`src/rtl/anc_csum_pkg.sv`:
```
package anc_csum_pkg;

  // Parser position inside an ancillary packet
  typedef enum logic [2:0] {
    ST_HUNT,
    ST_ID,
    ST_SUBID,
    ST_COUNT,
    ST_USER,
    ST_SUM
  } anc_state_e;

endpackage

```
`src/rtl/anc_adf_watch.sv`:
```
// Tracks the last two accepted words and flags completion of the
// 000h / all-ones / all-ones opening sequence on the current word.
module anc_adf_watch #(
  parameter int DATA_W = 10
) (
  input  logic              clk,
  input  logic              rst,
  input  logic              step,
  input  logic [DATA_W-1:0] word,
  output logic              flag_hit
);
  localparam logic [DATA_W-1:0] ALL1 = '1;
  localparam logic [DATA_W-1:0] ALL0 = '0;

  logic [DATA_W-1:0] prev1, prev2;

  always_ff @(posedge clk) begin
    if (rst) begin
      prev1 <= ALL1;
      prev2 <= ALL1;
    end else if (step) begin
      prev1 <= word;
      prev2 <= prev1;
    end
  end

  assign flag_hit = (prev2 == ALL0) && (prev1 == ALL1) && (word == ALL1);
endmodule

```
`src/rtl/anc_parse.sv`:
```
// Walks the packet header and user words, keeps the running sum and
// marks the word that sits in the checksum position.
module anc_parse
  import anc_csum_pkg::*;
#(
  parameter int DATA_W = 10,
  parameter int CNT_W  = 8
) (
  input  logic              clk,
  input  logic              rst,
  input  logic              step,
  input  logic [DATA_W-1:0] word,
  input  logic              flag_hit,
  output logic              at_sum,
  output logic [DATA_W-2:0] sum_q
);
  localparam int SUM_W = DATA_W - 1;

  anc_state_e       state;
  logic [CNT_W-1:0] left;
  logic [SUM_W-1:0] add_term;

  assign add_term = word[SUM_W-1:0];

  always_ff @(posedge clk) begin
    if (rst) begin
      state <= ST_HUNT;
      left  <= '0;
      sum_q <= '0;
    end else if (step) begin
      if (flag_hit) begin
        state <= ST_ID;
      end else begin
        unique case (state)
          ST_HUNT: state <= ST_HUNT;
          ST_ID: begin
            sum_q <= add_term;
            state <= ST_SUBID;
          end
          ST_SUBID: begin
            sum_q <= sum_q + add_term;
            state <= ST_COUNT;
          end
          ST_COUNT: begin
            sum_q <= sum_q + add_term;
            left  <= word[CNT_W-1:0];
            state <= (word[CNT_W-1:0] == '0) ? ST_SUM : ST_USER;
          end
          ST_USER: begin
            sum_q <= sum_q + add_term;
            left  <= left - CNT_W'(1);
            if (left == CNT_W'(1)) state <= ST_SUM;
          end
          ST_SUM:  state <= ST_HUNT;
          default: state <= ST_HUNT;
        endcase
      end
    end
  end

  assign at_sum = (state == ST_SUM) && !flag_hit;
endmodule

```
`src/rtl/anc_pipe_reg.sv`:
```
// Single valid/ready register stage; accepts whenever empty or draining.
module anc_pipe_reg #(
  parameter int W = 10
) (
  input  logic         clk,
  input  logic         rst,
  input  logic [W-1:0] d_in,
  input  logic         v_in,
  output logic         r_in,
  output logic [W-1:0] d_out,
  output logic         v_out,
  input  logic         r_out
);
  assign r_in = !v_out || r_out;

  always_ff @(posedge clk) begin
    if (rst) begin
      v_out <= 1'b0;
      d_out <= '0;
    end else if (v_in && r_in) begin
      v_out <= 1'b1;
      d_out <= d_in;
    end else if (r_out) begin
      v_out <= 1'b0;
    end
  end
endmodule

```
`src/rtl/anc_csum_fix.sv`:
```
module anc_csum_fix #(
  parameter int DATA_W    = 10,
  parameter int CNT_W     = 8,
  parameter int PROT_SPAN = 4
) (
  input  logic              clk,
  input  logic              rst,
  input  logic [DATA_W-1:0] in_data,
  input  logic              in_valid,
  output logic              in_ready,
  output logic [DATA_W-1:0] out_data,
  output logic              out_valid,
  input  logic              out_ready,
  input  logic              proc_en,
  input  logic              fmt_path_en,
  input  logic              csum_ins_n
);
  localparam int SUM_W = DATA_W - 1;
  localparam logic [DATA_W-1:0] ALL1   = '1;
  localparam logic [DATA_W-1:0] LO_LIM = DATA_W'(PROT_SPAN);
  localparam logic [DATA_W-1:0] HI_LIM = ALL1 - LO_LIM + DATA_W'(1);

  logic              step;
  logic              flag_hit;
  logic              at_sum;
  logic [SUM_W-1:0]  sum_q;
  logic              ins_en;
  logic              reserved;
  logic [DATA_W-1:0] fixed_word;
  logic [DATA_W-1:0] next_word;

  assign step = in_valid && in_ready;

  anc_adf_watch #(.DATA_W(DATA_W)) u_watch (
    .clk      (clk),
    .rst      (rst),
    .step     (step),
    .word     (in_data),
    .flag_hit (flag_hit)
  );

  anc_parse #(.DATA_W(DATA_W), .CNT_W(CNT_W)) u_parse (
    .clk      (clk),
    .rst      (rst),
    .step     (step),
    .word     (in_data),
    .flag_hit (flag_hit),
    .at_sum   (at_sum),
    .sum_q    (sum_q)
  );

  assign ins_en     = proc_en && fmt_path_en && !csum_ins_n;
  assign reserved   = (in_data < LO_LIM) || (in_data >= HI_LIM);
  assign fixed_word = {~sum_q[SUM_W-1], sum_q};
  assign next_word  = (at_sum && ins_en && !reserved) ? fixed_word : in_data;

  anc_pipe_reg #(.W(DATA_W)) u_out (
    .clk   (clk),
    .rst   (rst),
    .d_in  (next_word),
    .v_in  (in_valid),
    .r_in  (in_ready),
    .d_out (out_data),
    .v_out (out_valid),
    .r_out (out_ready)
  );
endmodule

```
`config.mk`:
```
export PLATFORM = sky130hd
export DESIGN_NAME = anc_csum_fix
export DESIGN_NICKNAME = d
export VERILOG_FILES = /design/src/rtl/anc_csum_pkg.sv /design/src/rtl/anc_adf_watch.sv /design/src/rtl/anc_parse.sv /design/src/rtl/anc_pipe_reg.sv /design/src/rtl/anc_csum_fix.sv
export SDC_FILE = /design/constraint.sdc
export NUM_CORES = 1
export LEC_CHECK = 0
export BUFFER_PORTS_ARGS = -buffer_cell sky130_fd_sc_hd__buf_2
export CAP_MARGIN = 20
export CELL_PAD_IN_SITES_DETAIL_PLACEMENT = 2
export CELL_PAD_IN_SITES_GLOBAL_PLACEMENT = 2
export CORE_ASPECT_RATIO = 0.7
export CORE_UTILIZATION = 35
export DETAILED_ROUTE_END_ITERATION = 7
export PLACE_DENSITY_LB_ADDON = 0.1
export SLEW_MARGIN = 20
export SYNTH_ARGS = -nofsm -noshare
export SYNTH_HDL_FRONTEND = slang
export SYNTH_SLANG_ARGS = --single-unit
```
`constraint.sdc`:
```
create_clock -name clk -period 3.98 [get_ports clk]
set_clock_uncertainty 0.05 [all_clocks]
set_input_delay 0.398 -clock clk [delete_from_list [all_inputs] [get_ports clk]]
set_output_delay 0.398 -clock clk [all_outputs]
set_load 0.05 [all_outputs]
```
==> summary.md, run 1 <==
| Metric | Value |
|---|---|
| Final Critical Period | `2.38 ns` |
| # H-tree levels | `2` |
| First-pass GRT wire length | `between 15000 and 20000 µm` |
| Synth-to-Final Area Change | `13.7%` |
| Max_slew headroom | `between 50% and 60%` |
| Global Route met3 Usage | `~4%` |
| Core area | `approximately 7500 µm²` |
| Worst path top cell family by delay | `compound AO/OA/AOI/OAI gates` |
| Most Used Layer, Global Route | `met2` |
| DRT antenna net count | `0` |
| Final hold viol count | `0` |
| Hold WC Path Type | `in -> reg` |
| Grt total ovfl | `0` |
| Max-slew violation count | `0` |
| Hold_buf cts | `0` |
| Fraction of layout cells with a size suffix above 1 | `around 16%` |
| All-layer global routing usage | `between 20% and 30%` |
| Pin count of the biggest net entering global routing | `35` |
| Vias | `between 2000 and 3000` |
| Status | `completed` |
| RSZ-0062 raised after global routing | `no` |
| Clock sink total | `51` |
| Fillers | `866` |
| Num CTS Buffers | `5` |
| Setup CP Type | `reg -> reg` |
| Setup WS post-layout | `about 1.6 ns` |
| M1 GR Usage | `between 30 and 40%` |
| Router iterations before antenna repair | `4` |
| Switching Share | `between 20% and 30%` |
| Detailed Place HPWL | `about 6400 µm` |
| Antenna violations before repair | `0` |
| Hold path start | `in_valid` |
| Switching power | `between 0.3 and 0.4 mW` |
| Seq pwr share | `approximately 44%` |
| Antenna cell count | `0` |
| Synth async-reset ratio | `0%` |
| Yosys top cell area share | `a little over a third` |
| Most common cell in the netlist | `nand2_1` |
| Post-route DRC | `0` |
| Worst EP arrival | `about 2.6 ns` |
| Int Pwr | `0.910 mW` |
| PortBufs | `28` |
| Worst r2r path cells | `7` |
| Max cap viols | `0` |
| Vias in the first global route | `2839` |
| Top post-synthesis cells by area | `dfxtp_1 36%, nand2_1 7.4%, a21oi_1 5.7%` |
| Comb pwr share | `17.0%` |
| Floorplan row count | `26` |
| YS warnings | `0` |
| CTS max path bufs | `2` |
| Clock power share | `a little under 40%` |
| Netlist cell types | `52` |
| Worst R2R Setup Slack | `1.60 ns` |
| Post-CTS resize count | `0` |
| Post-CTS setup buffer count | `0` |
| Setup TNS | `0 ns` |
| CP peak stage delay | `approximately 0.46 ns` |
| Final setup violation count | `0` |
| TritonCTS clock tree | `yes` |
| Fmax | `421 MHz` |
| Worst slack at placement | `roughly 1.4 ns` |
| Mapped Nets | `~370` |
| Non-filler cells, final | `between 400 and 500` |
| Ordered list of cells on the worst path | `ha_1 > fa_1 > a211oi_1 > o211ai_1 > a2111oi_0 > a41oi_1 > a41oi_2` |
| Post-DP Area | `~3000 µm²` |
| Placed cells | `455` |
| DR iter-0 viols | `around 140` |
| Die Ht | `between 70 and 80 µm` |
| GP Congestion | `0.743` |
| WL/cell | `~19 µm` |
| Synth area leader | `dfxtp_1` |
| CP Max Fanout | `4` |
| WHS Endpoint | `u_out.v_out` |
| EDFF count, synth | `0` |
| Die extent in x | `between 100 and 150 µm` |
| Final worst-path cycle share | `between 50% and 60%` |
| CP required | `about 4.2 ns` |
| Met2 GRT Util | `38.1%` |
| Worst Setup Start Kind | `flop` |
| Synth Instances | `around 340` |
| Flops & latches, synth | `between 50 and 60` |
| Post-synthesis cell area | `2810 µm²` |
| WHS Path Cells | `3` |
| Initial cell density of the core | `37.4%` |
| Fin area | `around 3200 µm²` |
| WP buf/inv | `0` |
| Sequential-to-total area share from yosys stat | `between 30 and 40%` |
| Power Dens Cells | `~400 nW/µm²` |
| Synth cell count leaders | `55 x nand2_1, 51 x dfxtp_1, 32 x a21oi_1, 28 x nor2_1, 23 x nand3_1` |
| Worst slew pin tran | `slightly above 0.7 ns` |
| Top_reg_cell synth | `dfxtp_1` |
| Top Ports | `29` |
| Crit path capture type | `flop` |
| Peak VDD IR | `about 0.00019 V` |
| Die area | `8390 µm²` |
| Avg Cell Area, Syn | `slightly above 8 µm²` |
| Routed vias/inst | `5.76` |
| Drt total wl | `8990 µm` |
| Reg-to-Reg Start | `u_parse.sum_q[0]` |
| Clock Tree Root | `clkbuf_16` |
| RR Endpoint | `u_parse.sum_q[8]` |
| Clock latency on the worst-skew pair | `0.30 ns` |
| Number of nets in the layout | `just under 400` |
| Leak Pwr | `between 1 and 1.5 nW` |
| Reg clk slew, reported paths | `0.07 ns` |
| Critical Path Slowest Stage Cell | `fa_1` |
-- cell type report --
cell class              instances  area (µm²)  area share, %
repair buffers                 35         193           6.03
flip-flops and latches         51        1020           32.0
clock buffers                   5         125           3.92
clock inverters                 3        43.8           1.37
inverters                       5        18.8          0.588
multi-input cells             266        1670           52.3
well taps                      98         123           3.84
-- registers in the layout (all words and copies together), names as in the netlist --
register and cells:
u_watch.prev1 10, u_out.d_out 10, u_out.v_out 1, u_parse.sum_q 9, u_parse.left 8, u_watch.prev2 10, u_parse.state 3
-- stage by stage --
stage | util, % | total power [mW] | hold slack (ns)
6_report | 42.5 | 1.29 | 0.304
2_1_floorplan | - | 0.722 | 0.382
5_1_grt | 42.5 | 1.35 | 0.321
3_5_place_dp | 40.2 | 0.794 | 0.414
3_3_place_gp | 40.2 | 0.782 | 0.397
4_1_cts | 42.5 | 1.30 | 0.306
-- metal layers --
metal / share of wire, % / vias up
met3: 4.0 / 12
met4: 1.1 / 0
met1: 48 / 1323
li1: - / 1284
met2: 46 / 46
met5: 0 / -
-- worst register-to-register path, stage by stage (launching register included) --
cell and delay [ns]:
dfxtp_1 0.33, ha_1 0.23, fa_1 0.46, a211oi_1 0.33
o211ai_1 0.23, a2111oi_0 0.42, a41oi_1 0.10, a41oi_2 0.18
-- worst max-delay path by stage --
stage	from	end	slack, ns	cells after the start
2_1_floorplan	u_out.v_out	u_parse.sum_q[3]	1.71	6
3_3_place_gp	in_data[0]	u_parse.sum_q[8]	1.45	8
3_5_place_dp	in_data[0]	u_parse.sum_q[8]	1.36	8
4_1_cts	u_parse.sum_q[0]	u_parse.sum_q[8]	1.57	7
5_1_grt	u_parse.sum_q[0]	u_parse.sum_q[8]	1.38	7
6_report	u_parse.sum_q[0]	u_parse.sum_q[8]	1.60	7
-- power groups by stage --
stage          logic (mW)  registers (mW)  clock network [mW]
2_1_floorplan       0.125           0.597                   0
3_3_place_gp        0.208           0.575                   0
3_5_place_dp        0.217           0.577                   0
4_1_cts             0.221           0.566               0.518
5_1_grt             0.243           0.570               0.534
6_report            0.219           0.565               0.505
-- layout by cell type, fill, tap and decap left out, drive strengths merged, types with 3 or more instances in the layout --
master  instances
a21oi          32
xor2            3
buf            35
nor3            5
o211ai          6
mux2i          12
nor2           28
a211oi          9
o211a           3
nor4            3
ha             10
o21ai          20
a21o            5
nand3          23
inv             5
clkbuf          5
nand2          55
or3             3
nand4           5
dfxtp          51
nand2b          3
o32ai           5
-- cell families after synthesis --
family                     after synthesis  share of synthesized area [%]
AOI/OAI and AO/OA                       94                           22.3
xor gates and xnor gates                 5                           1.56
adders and majority gates               11                           5.17
buffers and inverters                   26                           4.23
DFF                                     51                           36.4
muxes                                   14                           5.08
and+or+nand+nor                        142                           25.3
Power figures use the tool's default switching activity.
==> run 2: changes to the inputs <==
==> constraint.sdc (replaced) <==
create_clock -name clk -period 2.3 [get_ports clk]
set_clock_uncertainty 0.05 [all_clocks]
set_input_delay 0.23 -clock clk [delete_from_list [all_inputs] [get_ports clk]]
set_output_delay 0.23 -clock clk [all_outputs]
set_load 0.05 [all_outputs]
==> run 2 against run 1 <==
First-iteration DRC count is 29% lower. Clock power is 76% higher. Sequential share of layout area is 0.98 points lower. Power is 76% higher. Routed wire length is 2.5% higher. Sequential cell count stayed put. Final cell count is 2.2% higher. Hold slack worse by 0.16 ns. Die area stayed put. Non-clock buffer count is 10 higher. Largest power group unchanged.
==> summary.md, run 2 (synthesized netlist as in run 1, its figures left out) <==
| Metric | Value |
|---|---|
| Power Dens Cells | `687 nW/µm² (+70%)` |
| Num CTS Buffers | `5 (unchanged)` |
| Fin area | `3290 µm² (+3.2%)` |
| Max_slew headroom | `67.7% (+15 points)` |
| Antenna violations before repair | `0 (unchanged)` |
| RR Endpoint | `u_parse.sum_q[8]` |
| Commonest non-fill, non-tap cell in the layout | `nand2_1` |
| Max-slew violation count | `0 (unchanged)` |
| Worst slew pin tran | `0.485 ns (-0.221 ns)` |
| Detailed Place HPWL | `6580 µm (+3.4%)` |
| Top Ports | `29 (unchanged)` |
| Post-route DRC | `0 (unchanged)` |
| DR iter-0 viols | `96 (-29%)` |
| Clock Tree Root | `clkbuf_16` |
| Commonest cells after routing, fill and taps aside | `55 x nand2_1, 51 x dfxtp_1, 32 x a21oi_1` |
| Hold path start | `in_valid` |
| Worst path top cell family by delay | `compound AO/OA/AOI/OAI gates` |
| Worst Setup Start Kind | `flop` |
| TritonCTS clock tree | `yes` |
| Biggest regs | `u_out.d_out: 10 flops, u_watch.prev1: 10 flops, u_watch.prev2: 10 flops` |
| CTS max path bufs | `2 (unchanged)` |
| Drt total wl | `9210 µm (+2.5%)` |
| Router iterations before antenna repair | `4 (unchanged)` |
| Post-DP Area | `3110 µm² (+2.9%)` |
| Final worst-path cycle share | `93.5% (+34 points)` |
| Die extent in x | `109 µm (unchanged)` |
| Antenna cell count | `0 (unchanged)` |
| Grt total ovfl | `0 (unchanged)` |
| Fraction of layout cells with a size suffix above 1 | `18.4% (+2.5 points)` |
| Vias | `2687 (+0.83%)` |
| Die Ht | `76.9 µm (unchanged)` |
| Stages on the worst setup path | `7 (unchanged)` |
| Fmax | `465 MHz (+10%)` |
| Vias in the first global route | `2808 (-1.1%)` |
| GP Congestion | `0.782 (+5.3%)` |
| # H-tree levels | `2 (unchanged)` |
| Initial cell density of the core | `37.4% (unchanged)` |
| Max cap viols | `0 (unchanged)` |
| WHS Path Cells | `3 (unchanged)` |
| Pin count of the biggest net entering global routing | `39 (+11%)` |
| Floorplan row count | `26 (unchanged)` |
| CP Max Fanout | `3 (-1)` |
| Worst R2R Setup Slack | `0.15 ns (-1.46 ns)` |
| CP peak stage delay | `0.42 ns (-0.04 ns)` |
| Leak Pwr | `1.48 nW (+4.1%)` |
| Final hold viol count | `0 (unchanged)` |
| WHS Endpoint | `u_out.v_out` |
| All-layer global routing usage | `23.6% (+0.086 points)` |
| Critical Path Slowest Stage Cell | `fa_1` |
| Worst EP arrival | `2.27 ns (-0.28 ns)` |
| Total Power | `2.26 mW (+76%)` |
| Die area | `8390 µm² (unchanged)` |
| Core area | `7510 µm² (unchanged)` |
| Final setup violation count | `0 (unchanged)` |
| Crit path capture type | `flop` |
| WP buf/inv | `1 (+1)` |
| Setup CP Type | `reg -> reg` |
| Ordered list of cells on the worst path | `ha_1 > fa_1 > a211oi_2 > o211ai_1 > buf_4 > a41oi_1 > a41oi_2` |
| Final Critical Period | `2.15 ns (-0.225 ns)` |
| Status | `completed` |
| Peak VDD IR | `0.000287 V (+48%)` |
| DRT antenna net count | `0 (unchanged)` |
| Reg-to-Reg Start | `u_parse.sum_q[0]` |
| Clock latency on the worst-skew pair | `0.30 ns (about the same)` |
| Routed vias/inst | `5.68 (-1.3%)` |
| RSZ-0062 raised after global routing | `no` |
| WL/cell | `19.5 µm (+0.35%)` |
| Worst r2r path cells | `7 (unchanged)` |
| Reg clk slew, reported paths | `0.08 ns (about the same)` |
| Clock sink total | `51 (unchanged)` |
| First-pass GRT wire length | `15000 µm (-0.69%)` |
| Hold WC Path Type | `in -> reg` |
| Number of nets in the layout | `402 (+2.6%)` |
| CP required | `2.42 ns (-1.74 ns)` |
| PortBufs | `28 (unchanged)` |
| Synth-to-Final Area Change | `17.3%` |
==> run 2: per-stage QoR <==
step	setup slack (ns)	TNS (ns)	utilization, %	hold WS, ns	cells
finish	0.149	0	43.8	0.149	473
global route	0.0136	0	43.8	0.155	473
CTS	0.0727	0	43.8	0.146	473
detailed placement	-0.0544	-0.0544	41.4	0.408	465
global placement	0.0826	0	41.4	0.392	465
floorplan	0.0345	0	-	0.304	343
==> run 2: how the worst max path moves through the flow <==
stage	startpoint	end	slack, ns
after floorplan	u_out.v_out	u_parse.sum_q[3]	0.03
after global placement	in_data[0]	u_parse.sum_q[8]	0.08
after detailed placement	in_data[0]	u_parse.sum_q[8]	-0.05
after CTS	u_parse.sum_q[0]	u_parse.sum_q[8]	0.07
after global routing	u_parse.sum_q[1]	u_parse.sum_q[7]	0.01
final	u_parse.sum_q[0]	u_parse.sum_q[8]	0.15
==> run 2: worst min-delay path, stage by stage <==
cell and delay, ns:
buf_2 0.11, inv_1 0.06, a21oi_1 0.05
==> run 2: metal layers <==
metal	up-vias	track usage, %	part of all wire [%]
li1	1301	-	-
met4	0	4.46	1.1
met3	11	4.08	2.4
met2	35	38.1	45
met5	-	0	0
met1	1340	32.7	51
==> run 2: power by group <==
| part | switching, mW | internal, mW |
|---|---|---|
| clock network | 0.371 | 0.520 |
| logic | 0.262 | 0.132 |
| registers | 0.0402 | 0.937 |
==> run 2: final cells by class <==
type / instances / area [µm²]
Fill cell: 864 / 4220
Multi-Input combinational cell: 266 / 1680
Sequential cell: 51 / 1020
Timing Repair Buffer: 45 / 280
Clock buffer: 5 / 125
Tap cell: 98 / 123
Clock inverter: 3 / 47.5
Inverter: 5 / 18.8
==> run 2: repair_timing <==
action | in CTS | in global routing
pin swaps | 0 | 0
resized for setup | 1 | 2
hold buffers | 0 | 0
cloned | 0 | 0
hold endpoints to repair | 0 | 0
setup endpoints to repair | 1 | 1
buffers inserted | 0 | 0
==> run 3: changes to the inputs <==
--- a/config.mk
+++ b/config.mk
@@ -13,6 +13,7 @@
 export CORE_UTILIZATION = 35
 export DETAILED_ROUTE_END_ITERATION = 7
 export PLACE_DENSITY_LB_ADDON = 0.1
+export REMOVE_ABC_BUFFERS = 1
 export SLEW_MARGIN = 20
 export SYNTH_ARGS = -nofsm -noshare
 export SYNTH_HDL_FRONTEND = slang
==> run 3 against run 2 <==
Critical endpoint is now u_parse.sum_q[7]. Largest power group unchanged. Final cell count rose by 0.85%. Register-to-register slack lost 0.13 ns. Critical path type unchanged. Die area is the same.
==> summary.md, run 3 (synthesized netlist as in run 1, its figures left out) <==
| Metric | Value |
|---|---|
| Placed cells | `469 (+0.86%)` |
| Clock sink total | `51 (unchanged)` |
| Worst R2R Setup Slack | `0.02 ns (-0.13 ns)` |
| DRT antenna net count | `0 (unchanged)` |
| Wire length on met2 | `4590 µm (+11%)` |
| Fraction of layout cells with a size suffix above 1 | `19.5% (+1.1 points)` |
| Drt total wl | `9800 µm (+6.3%)` |
| Initial cell density of the core | `37.4% (unchanged)` |
| Critical Path Source | `u_parse.sum_q[1]` |
| Num CTS Buffers | `5 (unchanged)` |
| Power Dens Cells | `678 nW/µm² (-1.2%)` |
| Reg clk slew, reported paths | `0.07 ns (about the same)` |
| CP Max Fanout | `4 (+1)` |
| Clock Tree Root | `clkbuf_16` |
| Crit path capture type | `flop` |
| Number of nets in the layout | `406 (+1.0%)` |
| Final worst-path cycle share | `99.0% (+5.5 points)` |
| Worst r2r path cells | `6 (-1)` |
| Grt total ovfl | `0 (unchanged)` |
| Worst Setup Start Kind | `flop` |
| Worst slew pin tran | `0.513 ns (+0.0281 ns)` |
| Status | `completed` |
| Setup WS post-layout | `0.0228 ns (-0.126 ns)` |
| DR iter-0 viols | `114 (+19%)` |
| Fin area | `3320 µm² (+0.87%)` |
| Die area | `8390 µm² (unchanged)` |
| Clock latency on the worst-skew pair | `0.30 ns (about the same)` |
| Max-slew violation count | `0 (unchanged)` |
| TritonCTS clock tree | `yes` |
| Post-DP Area | `3140 µm² (+0.97%)` |
| Post-route DRC | `0 (unchanged)` |
| Commonest cells after routing, fill and taps aside | `55 x nand2_1, 51 x dfxtp_1, 32 x a21oi_1` |
| Setup CP Type | `reg -> reg` |
| Commonest non-fill, non-tap cell in the layout | `nand2_1` |
| Detailed Place HPWL | `6990 µm (+6.3%)` |
| Worst slack at placement | `0.00599 ns (+0.0604 ns)` |
| Highest metal used | `met4` |
| Biggest regs | `u_out.d_out: 10 flops, u_watch.prev1: 10 flops, u_watch.prev2: 10 flops` |
| Die Ht | `76.9 µm (unchanged)` |
| Vias | `2747 (+2.2%)` |
| Vias in the first global route | `2931 (+4.4%)` |
| PortBufs | `28 (unchanged)` |
| Antenna violations before repair | `0 (unchanged)` |
| Final Util | `44.2% (+0.38 points)` |
| Peak VDD IR | `0.000262 V (-8.7%)` |
| WL met3 | `329 µm (+50%)` |
| Antenna cell count | `0 (unchanged)` |
| Total Power | `2.25 mW (-0.38%)` |
| Hold path start | `in_valid` |
| Final hold viol count | `0 (unchanged)` |
| Pin count of the biggest net entering global routing | `40 (+2.6%)` |
| Final Critical Period | `2.28 ns (+0.126 ns)` |
| WL/cell | `20.5 µm (+5.4%)` |
| Leak Pwr | `1.50 nW (+1.0%)` |
| Max_slew headroom | `65.8% (-1.9 points)` |
| Routed vias/inst | `5.76 (+1.4%)` |
| Worst Setup EP | `u_parse.sum_q[7]` |
| Router iterations before antenna repair | `4 (unchanged)` |
| Fmax | `439 MHz (-5.5%)` |
| WHS Path Cells | `3 (unchanged)` |
| First-pass GRT wire length | `15700 µm (+4.6%)` |
| GP Congestion | `0.800 (+2.4%)` |
| Floorplan row count | `26 (unchanged)` |
| All-layer global routing usage | `24.9% (+1.3 points)` |
| Hold WC Path Type | `in -> reg` |
| RR Endpoint | `u_parse.sum_q[7]` |
| Max cap viols | `0 (unchanged)` |
| Hold_buf cts | `0 (unchanged)` |
| Core area | `7510 µm² (unchanged)` |
| Final setup violation count | `0 (unchanged)` |
| Die extent in x | `109 µm (unchanged)` |
| # H-tree levels | `2 (unchanged)` |
| Post-Route M1 WL | `4790 µm (+0.89%)` |
| Non-filler cells, final | `477 (+0.85%)` |
| Reg-to-Reg Start | `u_parse.sum_q[1]` |
| Top Ports | `29 (unchanged)` |
| CTS max path bufs | `2 (unchanged)` |
| Synth-to-Final Area Change | `18.4%` |
| Worst EP arrival | `2.45 ns (+0.18 ns)` |
| CP required | `2.47 ns (+0.05 ns)` |
-- run 3: changes by cell type in the layout (fill, tap and decap cells not counted), sizes merged --
cell	change
inv	-1
buf	+4
clkinv	+1
-- run 3: per-stage QoR --
stage                     TNS, ns  hold WS, ns
final                           0        0.152
after global routing       -0.113        0.155
after CTS                       0        0.140
after detailed placement        0        0.409
after global placement          0        0.397
after floorplan             -5.45        0.243
-- run 3: layout make-up --
cell class	count	area (µm²)
multi-input cells	266	1680
inverters	5	18.8
clock inverters	3	43.8
flip-flops and latches	51	1020
fillers	852	4190
clock buffers	5	125
well taps	98	123
repair buffers	49	310
-- run 3: worst min-delay path by stage --
stage	end	slack, ns
6_report	u_out.v_out	0.15
5_1_grt	u_out.v_out	0.16
4_1_cts	u_out.v_out	0.14
3_5_place_dp	u_watch.prev2[2]	0.41
3_3_place_gp	u_watch.prev2[8]	0.40
2_1_floorplan	u_parse.sum_q[8]	0.24
-- run 3: power breakdown --
part,internal (mW),switching [mW]
sequential,0.937,0.0416
clock,0.514,0.358
combinational,0.138,0.264
-- run 3: per-layer routing --
layer | vias up | track usage [%]
met3 | 12 | 3.83
li1 | 1316 | -
met4 | 0 | 5.14
met2 | 39 | 41.3
met5 | - | 0
met1 | 1380 | 33.7
-- run 3: what timing repair did --
action,4_1_cts,5_1_grt
hold endpoints to repair,0,0
gates resized for setup,0,4
buffers inserted,0,0
setup endpoints to repair,0,1
-- run 3: worst max-delay path, cell delays in order (launching register included) --
cell	delay, ns
dfxtp_1	0.44
ha_1	0.29
a211oi_1	0.33
nor2_1	0.12
a221oi_1	0.41
mux2_2	0.40
a31oi_1	0.16
